[config.mk]
export PLATFORM = sky130hd
export DESIGN_NAME = stuck_bus_recovery
export DESIGN_NICKNAME = d
export VERILOG_FILES = /design/src/rtl/sbr_pkg.sv /design/src/rtl/sbr_window_timer.sv /design/src/rtl/sbr_phase_timer.sv /design/src/rtl/sbr_sequencer.sv /design/src/rtl/stuck_bus_recovery.sv
export SDC_FILE = /design/constraint.sdc
export NUM_CORES = 1
export LEC_CHECK = 0
export ABC_AREA = 1
export CAP_MARGIN = 20
export CORE_ASPECT_RATIO = 1.1
export CORE_UTILIZATION = 40
export CTS_CLUSTER_DIAMETER = 40
export CTS_CLUSTER_SIZE = 12
export DETAILED_ROUTE_END_ITERATION = 16
export GPL_TIMING_DRIVEN = 0
export SETUP_SLACK_MARGIN = 0.1
export SYNTH_ARGS = -nofsm -noshare
export SYNTH_HDL_FRONTEND = slang
export SYNTH_HIERARCHICAL = 1
export SYNTH_SLANG_ARGS = --single-unit
[constraint.sdc]
create_clock -name clk -period 4.1 [get_ports clk]
set_input_delay 0.82 -clock clk [delete_from_list [all_inputs] [get_ports clk]]
set_output_delay 0.82 -clock clk [all_outputs]
set_load 0.03 [all_outputs]
[src/rtl/sbr_pkg.sv]
`timescale 1ns/1ps
package sbr_pkg;

  typedef enum logic [3:0] {
    ST_WATCH,
    ST_FLAG,
    ST_GAP,
    ST_CLK_LO,
    ST_CLK_HI,
    ST_STP_LL,
    ST_STP_HL,
    ST_STP_HH,
    ST_REARM
  } rec_state_t;

  // cycles in a span of microseconds, never less than one
  function automatic int unsigned span_cycles(input longint unsigned clk_khz,
                                              input longint unsigned span_us);
    longint unsigned c;
    c = clk_khz * span_us / 64'd1000;
    if (c == 0) c = 1;
    return 32'(c);
  endfunction

  // cycles in half a period of a pulse train
  function automatic int unsigned half_cycles(input longint unsigned clk_khz,
                                              input longint unsigned pulse_hz);
    longint unsigned c;
    c = clk_khz * 64'd1000 / (64'd2 * pulse_hz);
    if (c == 0) c = 1;
    return 32'(c);
  endfunction

endpackage

[src/rtl/sbr_window_timer.sv]
`timescale 1ns/1ps
module sbr_window_timer #(
  parameter int unsigned LIMIT = 100,
  parameter int unsigned W     = 7
) (
  input  logic clk,
  input  logic rst_n,
  input  logic run,
  input  logic seen_high,
  output logic expire
);

  logic [W-1:0] cnt;

  assign expire = run && !seen_high && (cnt == W'(LIMIT - 1));

  always_ff @(posedge clk or negedge rst_n) begin
    if (!rst_n) begin
      cnt <= '0;
    end else if (!run || seen_high || expire) begin
      cnt <= '0;
    end else begin
      cnt <= cnt + 1'b1;
    end
  end

endmodule

[src/rtl/sbr_phase_timer.sv]
`timescale 1ns/1ps
module sbr_phase_timer #(
  parameter int unsigned W = 8
) (
  input  logic         clk,
  input  logic         rst_n,
  input  logic         load,
  input  logic [W-1:0] len,
  output logic         done
);

  logic [W-1:0] cnt;

  assign done = (cnt == '0);

  always_ff @(posedge clk or negedge rst_n) begin
    if (!rst_n) begin
      cnt <= '0;
    end else if (load) begin
      cnt <= len - 1'b1;
    end else if (cnt != '0) begin
      cnt <= cnt - 1'b1;
    end
  end

endmodule

[src/rtl/sbr_sequencer.sv]
`timescale 1ns/1ps
module sbr_sequencer
  import sbr_pkg::*;
#(
  parameter int unsigned MAX_PULSES = 16,
  parameter int unsigned GAP_CYC    = 8,
  parameter int unsigned HALF_CYC   = 5,
  parameter int unsigned IW         = 4,
  parameter int unsigned PW         = 5
) (
  input  logic          clk,
  input  logic          rst_n,
  input  logic          expire,
  input  logic          bus_high,
  input  logic          out_free,
  input  logic          recover_en,
  input  logic          phase_done,
  output logic          phase_load,
  output logic [IW-1:0] phase_len,
  output logic          window_run,
  output logic          window_high,
  output logic          fault,
  output logic          split,
  output logic          scl_pull,
  output logic          sda_pull
);

  rec_state_t    state, nxt;
  logic [PW-1:0] pcnt;
  logic          last_pulse;

  assign last_pulse = (pcnt == PW'(MAX_PULSES - 1));

  always_comb begin
    nxt = state;
    unique case (state)
      ST_WATCH:  if (expire) nxt = recover_en ? ST_GAP : ST_FLAG;
      ST_FLAG:   if (bus_high) nxt = ST_WATCH;
      ST_GAP: begin
        if (out_free)        nxt = ST_WATCH;
        else if (phase_done) nxt = ST_CLK_LO;
      end
      ST_CLK_LO: begin
        if (out_free)        nxt = ST_WATCH;
        else if (phase_done) nxt = ST_CLK_HI;
      end
      ST_CLK_HI: begin
        if (out_free)        nxt = ST_WATCH;
        else if (phase_done) nxt = last_pulse ? ST_STP_LL : ST_CLK_LO;
      end
      ST_STP_LL: if (phase_done) nxt = ST_STP_HL;
      ST_STP_HL: if (phase_done) nxt = ST_STP_HH;
      ST_STP_HH: begin
        if (out_free)        nxt = ST_WATCH;
        else if (phase_done) nxt = ST_REARM;
      end
      ST_REARM: begin
        if (out_free)    nxt = ST_WATCH;
        else if (expire) nxt = ST_GAP;
      end
      default: nxt = ST_WATCH;
    endcase
  end

  assign phase_load  = (nxt != state);
  assign phase_len   = (nxt == ST_GAP) ? IW'(GAP_CYC) : IW'(HALF_CYC);
  assign window_run  = (state == ST_WATCH) || (state == ST_REARM);
  // once split, only the downstream side matters for release
  assign window_high = (state == ST_REARM) ? out_free : bus_high;

  assign split    = (state != ST_WATCH) && (state != ST_FLAG);
  assign scl_pull = (state == ST_CLK_LO) || (state == ST_STP_LL);
  assign sda_pull = (state == ST_STP_LL) || (state == ST_STP_HL);

  always_ff @(posedge clk or negedge rst_n) begin
    if (!rst_n) begin
      state <= ST_WATCH;
      fault <= 1'b0;
      pcnt  <= '0;
    end else begin
      state <= nxt;
      fault <= (nxt != ST_WATCH);
      if (nxt == ST_GAP && state != ST_GAP) begin
        pcnt <= '0;
      end else if (state == ST_CLK_HI && nxt == ST_CLK_LO) begin
        pcnt <= pcnt + 1'b1;
      end
    end
  end

endmodule

[src/rtl/stuck_bus_recovery.sv]
`timescale 1ns/1ps
module stuck_bus_recovery
  import sbr_pkg::*;
#(
  parameter int unsigned CLK_KHZ    = 125000,
  parameter int unsigned STUCK_US   = 45000,
  parameter int unsigned GAP_US     = 40,
  parameter int unsigned PULSE_HZ   = 5500,
  parameter int unsigned MAX_PULSES = 16
) (
  input  logic clk,
  input  logic rst_n,
  input  logic in_scl,
  input  logic in_sda,
  input  logic out_scl,
  input  logic out_sda,
  input  logic recover_en,
  input  logic linked,
  output logic stuck_fault,
  output logic split_req,
  output logic out_scl_pull,
  output logic out_sda_pull
);

  localparam int unsigned STUCK_CYC = span_cycles(CLK_KHZ, STUCK_US);
  localparam int unsigned GAP_CYC   = span_cycles(CLK_KHZ, GAP_US);
  localparam int unsigned HALF_CYC  = half_cycles(CLK_KHZ, PULSE_HZ);
  localparam int unsigned PHASE_MAX = (GAP_CYC > HALF_CYC) ? GAP_CYC : HALF_CYC;
  localparam int unsigned TW        = $clog2(STUCK_CYC + 1);
  localparam int unsigned IW        = $clog2(PHASE_MAX + 1);
  localparam int unsigned PW        = $clog2(MAX_PULSES + 1);

  logic bus_high, out_free;
  logic expire, window_run, window_high;
  logic phase_load, phase_done;
  logic [IW-1:0] phase_len;

  assign out_free = out_scl && out_sda;
  assign bus_high = out_free && (!linked || (in_scl && in_sda));

  sbr_window_timer #(
    .LIMIT (STUCK_CYC),
    .W     (TW)
  ) u_window (
    .clk       (clk),
    .rst_n     (rst_n),
    .run       (window_run),
    .seen_high (window_high),
    .expire    (expire)
  );

  sbr_phase_timer #(
    .W (IW)
  ) u_phase (
    .clk   (clk),
    .rst_n (rst_n),
    .load  (phase_load),
    .len   (phase_len),
    .done  (phase_done)
  );

  sbr_sequencer #(
    .MAX_PULSES (MAX_PULSES),
    .GAP_CYC    (GAP_CYC),
    .HALF_CYC   (HALF_CYC),
    .IW         (IW),
    .PW         (PW)
  ) u_seq (
    .clk         (clk),
    .rst_n       (rst_n),
    .expire      (expire),
    .bus_high    (bus_high),
    .out_free    (out_free),
    .recover_en  (recover_en),
    .phase_done  (phase_done),
    .phase_load  (phase_load),
    .phase_len   (phase_len),
    .window_run  (window_run),
    .window_high (window_high),
    .fault       (stuck_fault),
    .split       (split_req),
    .scl_pull    (out_scl_pull),
    .sda_pull    (out_sda_pull)
  );

endmodule

**Word-level counts from Yosys, hierarchy flattened**

Cells that the tools add are included.

- Flip-flop bits (word level): 47
- Input port bits: 8
- Logic and storage cells: 72

- Add/sub/neg operators: 4
- Eq/ne operators: 15
- Mux-type cells: 24
- Reductions and logical operators: 24

Operator list:

| kind | number |
|---|---|
| 2-to-1 mux 4 bit | 14 |
| 2-to-1 mux 14 bit | 3 |
| one-hot mux 4 bit (9 select lines) | 1 |
| subtractor 14 x 1 -> 14 bit, second input constant | 2 |
| adder 23 x 1 -> 23 bit, second input constant | 1 |
| equality test 23 bit, second input constant | 1 |
| 2-to-1 mux 23 bit | 1 |
| equality test 4 x 2 -> 1 bit, second input constant | 4 |
| equality test 4 x 3 -> 1 bit, second input constant | 4 |
| zero test 14 bit | 1 |
| nonzero test 14 bit | 1 |
| 2-to-1 mux 5 bit | 2 |
| logical AND 1 bit | 8 |
| nonzero test 4 bit | 2 |
| logical OR 1 bit | 6 |
| adder 5 x 1 -> 5 bit, second input constant | 1 |
| equality test 5 x 4 -> 1 bit, second input constant | 1 |
| equality test 4 x 1 -> 1 bit, second input constant | 1 |
| equality test 4 bit, second input constant | 1 |
| zero test 4 bit | 1 |
| inequality test 4 x 1 -> 1 bit, second input constant | 1 |
| inequality test 4 x 2 -> 1 bit, second input constant | 1 |
| inequality test 4 bit | 1 |
| nonzero test 2 bit | 2 |
| other kinds (4) | 6 |

**Depth between registers and ports, before layout**

Gate-level depths: netlist (run 1).

- Depth after elaboration: 14
- Mapped depth: 28
- Depth with buffers taken out: 26

**By module**

Netlist (run 1), hierarchy kept.

Modules (own cells, without submodules):

| module | instances | cells each | area each (µm²) | seq. area each (µm²) |
|---|---|---|---|---|
| sbr_window_timer | 1 | 210 | 1451.4 | 575.6 |
| sbr_phase_timer | 1 | 202 | 1199.9 | 350.3 |
| sbr_sequencer | 1 | 148 | 989.7 | 250.2 |
| stuck_bus_recovery | 1 | 4 | 20.0 | 0.0 |

**Worst setup path before layout (run 1)**

Ideal clock, no wire load.

- Kind: input to register
- From: in out_scl
- To: reg u_phase.cnt[12]
- Setup time: 78 ps
- Arrival: 3255 ps
- Data required time: 4022 ps
- Setup slack: 767 ps
- Stages: 26
- Path buffers: 2
- Cell sequence: nand2_1 > inv_1 > nand2_1 > o21ai_0 > nor3_1 > inv_1 > nand2_1 > nand2_1 > nor2_2 > nor2_4 > nand3_4 > nand2_1 > nand2_1 > inv_1 > nand2_1 > buf_6 > inv_4 > buf_8 > o21ai_4 > ha_1 > inv_1 > nor2_1 > nand2_1 > nor2_1 > nand3_1 > a21oi_1

- Elaborated cells on any way between the ends: 21
- Classes of those cells: add/sub (1); eq/ne (2); mux (12); reduce/logical (6)

RTL lines:

| element | line | source |
|---|---|---|
| start: declaration | stuck_bus_recovery.sv:15 | `input logic out_scl,` |
| logical AND 1 bit * | stuck_bus_recovery.sv:38 | `assign out_free = out_scl && out_sda;` |
| via out_free | stuck_bus_recovery.sv:33 | `logic bus_high, out_free;` |
| logical AND 1 bit | stuck_bus_recovery.sv:39 | `assign bus_high = out_free && (!linked \|\| (in_scl && in_sda));` |
| 2-to-1 mux 1 bit * | sbr_sequencer.sv:69 | `assign window_high = (state == ST_REARM) ? out_free : bus_high;` |
| via window_high | stuck_bus_recovery.sv:34 | `logic expire, window_run, window_high;` |
| zero test 1 bit * | sbr_window_timer.sv:15 | `assign expire = run && !seen_high && (cnt == W'(LIMIT - 1));` |
| logical AND 1 bit * (2 in a row) | sbr_window_timer.sv:15 |  |
| via expire | stuck_bus_recovery.sv:34 |  |
| 2-to-1 mux 4 bit | sbr_sequencer.sv:59 | `else if (expire) nxt = ST_GAP;` |
| 2-to-1 mux 4 bit | sbr_sequencer.sv:58 | `if (out_free) nxt = ST_WATCH;` |
| one-hot mux 4 bit (9 select lines) * | sbr_sequencer.sv:36 | `unique case (state)` |
| via u_seq.nxt[1] | sbr_sequencer.sv:28 | `rec_state_t state, nxt;` |
| inequality test 4 bit * | sbr_sequencer.sv:65 | `assign phase_load = (nxt != state);` |
| via phase_load | stuck_bus_recovery.sv:35 | `logic phase_load, phase_done;` |
| 2-to-1 mux 14 bit / nonzero test 2 bit (equally long branches) | n/a |  |
| end signal: assignment | sbr_phase_timer.sv:20 | `cnt <= len - 1'b1;` |
| end signal: assignment | sbr_phase_timer.sv:22 | `cnt <= cnt - 1'b1;` |
| end: declaration | sbr_phase_timer.sv:12 | `logic [W-1:0] cnt;` |

Mark *: on every way through the listed nets, which the timed path passes. The rest lies on a longest branch.
A chain may end at the register's enable or synchronous reset.

**Worst setup path after layout (run 1)**

- From: in out_scl
- To: reg u_phase.cnt[12]

- Elaborated cells on any way between the ends: 21
- Classes of those cells: add/sub (1); eq/ne (2); mux (12); reduce/logical (6)

RTL lines:

| element | line |
|---|---|
| logical AND 1 bit * | stuck_bus_recovery.sv:38 |
| logical AND 1 bit * | stuck_bus_recovery.sv:39 |
| via bus_high | stuck_bus_recovery.sv:33 |
| 2-to-1 mux 1 bit * | sbr_sequencer.sv:69 |
| via window_high | stuck_bus_recovery.sv:34 |
| zero test 1 bit * | sbr_window_timer.sv:15 |
| logical AND 1 bit * (2 in a row) | sbr_window_timer.sv:15 |
| via expire | stuck_bus_recovery.sv:34 |
| 2-to-1 mux 4 bit | sbr_sequencer.sv:59 |
| 2-to-1 mux 4 bit | sbr_sequencer.sv:58 |
| one-hot mux 4 bit (9 select lines) * | sbr_sequencer.sv:36 |
| via u_seq.nxt[1] | sbr_sequencer.sv:28 |
| inequality test 4 bit * | sbr_sequencer.sv:65 |
| via phase_load | stuck_bus_recovery.sv:35 |
| 2-to-1 mux 14 bit / nonzero test 2 bit (equally long branches) | n/a |

Marks and branches as above.

==> summary by stage, run 1 <==
Outcome
The run finished with clean final reports.

Floorplan
The initialized floorplan defines 36 standard-cell rows. In this run the horizontal extent of the chip is 93.2 µm. 12 I/O pins were placed. The die is 102 µm tall. For this configuration, the core starts out at a cell density of 0.413. The floorplan step defined a die boundary enclosing ~9500 µm².

The total area inside the core boundary comes to 8870 µm².

Clock network
Clock tree synthesis found a total of 47 sinks. The H-tree depth reported by CTS is 2. TritonCTS built the clock tree. For this design, the CTS-stage hold fixing added 0 buffers. The number of buffers on the longest clock path is 2. CTS placed an instance of sky130_fd_sc_hd__clkbuf_8 at the clock tree root. The TritonCTS buffer count is 5.

Clock-pin slew was measured on the worst setup and hold paths at about 0.090 ns. The clock latency on the worst-skew pair is 0.31 ns.

Drt
The count of nets left with antenna violations after detail routing is 0. The total via count after detailed routing is 3,315. The final wirelength is ~8400 µm. Dividing the detail-routed via count by the number of cells gives between 4 and 5. The wire length per cell is about 12 µm.

For this run, design rule violations remaining after detail routing come to 0. The first routing iteration left about 140 violations. The first-pass detailed-route iteration total is 5.

Yosys
The share of the Yosys chip area taken by registers is 0.321. In the synthesized netlist, the number of instances is around 560. The number of register bits inferred by synthesis is between 40 and 50. The synthesized netlist contains 35 unique library cells.

The synthesized design contains 0 enable-type register cells. Yosys printed 6 warnings. In the synthesized netlist the async set-or-reset flop fraction comes to 1.00. The total standard cell area after synthesis is ~3700 µm². In this run the mean area of a mapped cell was around 6.5 µm². For this run, the leading register cell type out of synthesis is sky130_fd_sc_hd__dfrtp_1.

Layout
From synthesis to final layout, the design area changed by 11.0%. The area of the multi-input gates is 2040 µm². At the end of the flow, the number of nets in the layout was between 500 and 600. After routing the design area is slightly above 4000 µm². The number of filler cells placed in the layout is around 940.

The fraction of final layout cells sized beyond drive strength 1 is 0.150. The library cells used most frequently in the layout, excluding fill and tap cells, are sky130_fd_sc_hd__nand2_1, sky130_fd_sc_hd__nor2_1, sky130_fd_sc_hd__inv_1. The register area is 1180 µm². The number of cells in the finished layout apart from fillers is 701. Leaving out fill and tap cells, the most frequent cell in the layout is sky130_fd_sc_hd__nand2_1. The count of antenna diodes in the layout is 0.

Critical path
The start-to-end type of the worst setup path is in2reg. The critical path launch point type is a primary input. The cell at the slowest stage of the critical path is sky130_fd_sc_hd__clkdlybuf4s50_1. Of all nets on the critical path, the largest fanout is 10. The cell type with the highest occurrence count on the critical path is sky130_fd_sc_hd__nand2_1.

The biggest cell delay along the critical path is approximately 0.46 ns. STA puts the critical path data required time at roughly 4.3 ns. The kind of end point of the critical path is a register. Data on the critical path arrives at its endpoint at just under 4 ns.

GRT
The number of antenna violations at the first check in global routing came to 0. The pin count of the biggest net entering global routing is 35. The total global routing overflow is 0. The wire length of the first global-routing pass is 14,700 µm. In the global route stage, overall resource usage came out at 0.194. The number of global-route vias before repair is approximately 3,300.

STA
The number of slew-limit violations in the final report is 0. The number of hold-slack violations in the final timing report is 0. The worst clock skew is around 0.013 ns. The maximum frequency from static timing analysis is between 200 and 300 MHz. Setup repair after global routing left no endpoint under its margin. The post-route clock period utilization is 0.896. The final setup violation count is 0. The worst path in the final design needs a cycle of between 3 and 4 ns, including I/O delays and setup.

Placement
In this run, placement finished with an instance count of 691. At the end of routability-driven placement, the weighted congestion stood at just under 0.9. Summing all placed instances gives a cell area of 3930 µm². The number of port buffers is 11.

Once detailed placement completed, the half-perimeter wirelength came to between 6000 and 7000 µm.

Power
The leakage component of the power is 1.98 nW. The total power density per cell area is 526 nW/µm². The overall power after layout is about 2.1 mW. The maximum ir drop on the vdd rail is around 520 µV.

Run
Across the run, the number of max-cap violations was 0.

Min path
The tightest min-delay check is of the in2async type.
==> cells in the mapped netlist (2+ instances only) <==
| master | instances | area share |
|---|---|---|
| sky130_fd_sc_hd__nand2_1 | 176 | 0.18 |
| sky130_fd_sc_hd__nor2_1 | 92 | 0.094 |
| sky130_fd_sc_hd__inv_1 | 75 | 0.077 |
| sky130_fd_sc_hd__dfrtp_1 | 47 | 0.32 |
| sky130_fd_sc_hd__nand3_1 | 34 | 0.046 |
| sky130_fd_sc_hd__o21ai_0 | 20 | 0.027 |
| sky130_fd_sc_hd__nor2_2 | 16 | 0.027 |
| sky130_fd_sc_hd__buf_4 | 13 | 0.027 |
| sky130_fd_sc_hd__nand2_2 | 12 | 0.021 |
| sky130_fd_sc_hd__nand4_1 | 10 | 0.017 |
| sky130_fd_sc_hd__a21oi_1 | 9 | 0.012 |
| sky130_fd_sc_hd__xor2_1 | 8 | 0.019 |
| sky130_fd_sc_hd__nor2_4 | 6 | 0.018 |
| sky130_fd_sc_hd__xnor2_1 | 6 | 0.014 |
| sky130_fd_sc_hd__buf_6 | 5 | 0.015 |
| sky130_fd_sc_hd__ha_1 | 4 | 0.014 |
| sky130_fd_sc_hd__inv_2 | 4 | 0.0041 |
| sky130_fd_sc_hd__nor3_1 | 4 | 0.0055 |
| sky130_fd_sc_hd__nand2_4 | 3 | 0.0092 |
| sky130_fd_sc_hd__nand3_2 | 3 | 0.0082 |
| sky130_fd_sc_hd__buf_2 | 2 | 0.0027 |
| sky130_fd_sc_hd__o21ai_1 | 2 | 0.0027 |
==> sequential cells by signal (all words and copies together), names as in the netlist <==
| signal | flops |
|---|---|
| u_seq/fault | 1 |
| u_phase/cnt | 14 |
| u_window/cnt | 23 |
| u_seq/pcnt | 5 |
| u_seq/state | 4 |
==> metrics by stage <==
step / hold slack (ns) / worst slack (ns) / setup TNS, ns / util
floorplan: 0.469 / 0.767 / 0 / -
global placement: 0.504 / -0.128 / -0.336 / 0.441
detailed placement: 0.504 / -0.149 / -0.381 / 0.443
CTS: 0.410 / 0.154 / 0 / 0.452
global route: 0.411 / 0.110 / 0 / 0.458
finish: 0.413 / 0.427 / 0 / 0.458
==> per-layer routing <==
| metal | global-route usage | wire length, µm |
|---|---|---|
| met1 | 0.231 | 3800 |
| met2 | 0.354 | 4180 |
| met3 | 0.0320 | 238 |
| met4 | 0.0686 | 161 |
| met5 | 0 | 0 |
==> path summary, 6_finish.rpt <==
path,startpoint,endpoint,slack (ns),depth (start not counted)
setup / recovery,out_scl,u_phase/cnt[12],0.43,28
hold / removal,rst_n,u_window/cnt[16],0.41,1
setup reg to reg,u_window/cnt[0],u_phase/cnt[12],0.58,26
hold reg to reg,u_window/cnt[0],u_window/cnt[0],0.52,1
max in group asynchronous,rst_n,u_seq/fault,3.18,2
min in group clk,u_window/cnt[0],u_window/cnt[0],0.52,1
==> final cells by class <==
type                    instances  area share
multi-input cells             416       0.501
flip-flops and latches         47       0.289
inverters                      81      0.0755
plain buffers                  21      0.0440
well taps                     114      0.0351
repair buffers                 14      0.0345
clock buffers                   7      0.0188
clock inverters                 1     0.00123
==> critical path, delay by kind of cell <==
kind,cells,cell delay (ns)
compound gates,4,0.52
fa+ha+maj,1,0.19
simple gates,15,1.34
buf+inv,8,1.04
==> logic make-up (layout without fill, tap and decap cells) <==
family / Yosys count / count (layout) / share of synthesized area
other: 1 / 2 / 0.00102
AND/OR/NAND/NOR: 359 / 359 / 0.440
XOR/XNOR: 14 / 14 / 0.0335
adder cells (fa/ha/maj): 4 / 4 / 0.0137
flip-flops: 47 / 47 / 0.321
AO/OA/AOI/OAI: 37 / 37 / 0.0584
buffers and inverters: 102 / 124 / 0.133
==> where the power goes <==
part           leakage, nW  internal (mW)  switching (mW)
clock network       0.0422          0.120           0.157
registers            0.621          0.550          0.0494
logic                 1.32          0.440           0.822
total                 1.98           1.11            1.03
==> what timing repair did <==
action,CTS,global route
resized for setup,0,9
endpoints found under the setup margin,0,6
setup buffers,0,2
Power figures use the tool's default switching activity.
==> run 2, diff against run 1 <==
SLEW_MARGIN = 20   (was not set)
==> run 2 against run 1 <==
Against the previous run:
- wire length decreased by 0.27%
- clock-buffer cell count unchanged
- non-clock buffer count increased by 4
- combinational power increased by 5%
- fmax about the same
- sequential cell count unchanged
- largest power group unchanged
==> summary by stage, run 2 (synthesis gave the netlist of run 1 again) <==
Critical path
Along the worst path, the maximum fanout reaches 10. For this run, the slowest stage of the critical path takes roughly 0.46 ns. The cell type with the highest occurrence count on the critical path is sky130_fd_sc_hd__nand2_1. The worst setup path is launched from a primary input.

The data arrival time of the critical path is roughly 3.9 ns. The worst setup path is captured at a register. The start-to-end type of the worst setup path is in2reg. The number of buffers and inverters on the critical path is 8. The slowest stage of the critical path is the sky130_fd_sc_hd__clkdlybuf4s50_1 cell. The critical path's top delay family is simple AND/OR/NAND/NOR gates. Data on the critical path is required at its endpoint by about 4.3 ns.

Drt
After detailed routing, the number of vias per cell comes to a little under 5. The first detailed-routing pass ran for 4 iterations. The DRC marker count from the first detailed-route iteration is approximately 100. The wire length per cell is 11.8 µm. The final wirelength is roughly 8400 µm. For this block, the via count after detailed routing is approximately 3,400. Once detail routing completed, the nets flagged for antenna violations numbered 0. For this run, design rule violations remaining after detail routing come to 0.

Layout
For this run, the share of the core covered by cells in the final layout is 0.461. Counting flops per register, the top entry is u_window/cnt. The register with the most flip-flops in the layout has 23 of them. The register area is 1180 µm².

Of the cells placed in the final design, the portion with a size suffix greater than 1 is 0.156. The post-route cell area is ~4100 µm². The number of filler cells placed in the layout is 944. In the layout the commonest cells are sky130_fd_sc_hd__nand2_1, sky130_fd_sc_hd__nor2_1, sky130_fd_sc_hd__inv_1. The commonest non-fill, non-tap cell in the layout is sky130_fd_sc_hd__nand2_1. The count of antenna diodes in the layout is 0.

The largest registers in the layout are u_window/cnt x23, u_phase/cnt x14, u_seq/pcnt x5. Compared with the post-synthesis result, the final layout area differs by 11.8%. The final-stage net count is roughly 600. The number of cells in the finished layout apart from fillers is 705. The area of the multi-input gates is ~2000 µm².

STA
The total negative slack is 0 ns. The worst hold slack after final layout is 0.455 ns. The number of hold-slack violations in the final timing report was 0.

The final setup violation count is 0. Timing would allow up to between 200 and 300 MHz. Dividing the final minimum period by the clock period gives 0.897.

The clock arrives with 0.0133 ns of skew. The time the worst path needs with I/O delays and setup is between 3 and 4 ns. Setup repair after global routing left no endpoint under its margin. The setup slack after layout is 0.424 ns. The number of slew-limit violations in the final report came to 0.

Floorplan
The floorplan has 36 rows. The starting density of the core is 0.413. The chip width is slightly above 90 µm. In this run the count of I/O pins placed on the die edge is 12. The full die area is about 9500 µm².

The die height is about 100 µm. The floorplan step defined a core boundary enclosing 8870 µm².

Clock network
The TritonCTS clock tree is yes. The number of buffers on the longest clock path is 2. The clock latency on the worst-skew pair is approximately 0.30 ns. In this run, CTS created clock tree buffers numbering 5.

The H-tree depth reported by CTS is 2. The number of hold buffers added after CTS was 0. CTS saw 47 sinks. The cell at the root of the clock tree is sky130_fd_sc_hd__clkbuf_8. The clock-pin slew reported for the worst setup and hold paths after clock tree synthesis is approximately 0.090 ns.

Placement
The placed instances occupy a cell area of between 3000 and 4000 µm². The number of instances in the placed design is 691. After legalization and detailed placement, the total HPWL measured around 6500 µm.

The pre-CTS setup slack is -0.172 ns. The congestion estimate from routability-driven global placement came to about 0.89. The count of buffers added on input and output ports is 11.

Outcome
The run finished with clean final reports.

GRT
The pin count of the biggest net entering global routing is 31. The first global-routing pass estimated about 15,000 µm of wire. The number of antenna violations at the first check in global routing is 0. After global routing the overflow that remains totals 0.

The number of global-route vias before repair is between 3,000 and 4,000. The global-route usage over all layers is 0.195.

Power
For this design the ratio of total power to cell area is ~540 nW/µm². The overall power after layout is 2.20 mW. The leakage component of the power is about 2 nW.

The maximum ir drop on the vdd rail is roughly 520 µV.

Min path
The classification of the worst-slack hold path is in2async.

Run
Across the run, the number of max-cap violations was 0.
run 2: worst paths after layout:
check	start	end	slack [ns]	cells past startpoint
setup / recovery	out_scl	u_phase/cnt[12]	0.42	28
hold / removal	rst_n	u_window/cnt[12]	0.46	1
setup reg to reg	u_window/cnt[0]	u_phase/cnt[12]	0.58	26
hold reg to reg	u_window/cnt[0]	u_window/cnt[0]	0.52	1
max in group asynchronous	rst_n	u_seq/pcnt[2]	3.12	2
min in group clk	u_window/cnt[0]	u_window/cnt[0]	0.52	1
run 2: final cells by class:
cell class | instances | share of cell area
Sequential cell | 47 | 0.287
Buffer | 21 | 0.0437
Clock buffer | 7 | 0.0186
Inverter | 81 | 0.0749
Timing Repair Buffer | 18 | 0.0416
Clock inverter | 1 | 0.00122
Multi-Input combinational cell | 416 | 0.498
Tap cell | 114 | 0.0349
run 2: routing by layer:
metal / wire [µm] / up-vias / part of all wire / GRT usage
met5: 0 / - / 0 / 0
met3: 235 / 16 / 0.028 / 0.0365
met2: 4270 / 41 / 0.51 / 0.361
li1: - / 1767 / - / -
met1: 3710 / 1570 / 0.44 / 0.225
met4: 136 / 0 / 0.016 / 0.0651
run 2: where the power goes:
group / internal, mW / switching (mW)
combinational: 0.479 / 0.840
clock: 0.120 / 0.157
sequential: 0.550 / 0.0496
run 2: repair_timing:
item,CTS,global route
gates resized for setup,0,9
setup endpoints to repair,0,8
setup buffers,0,6
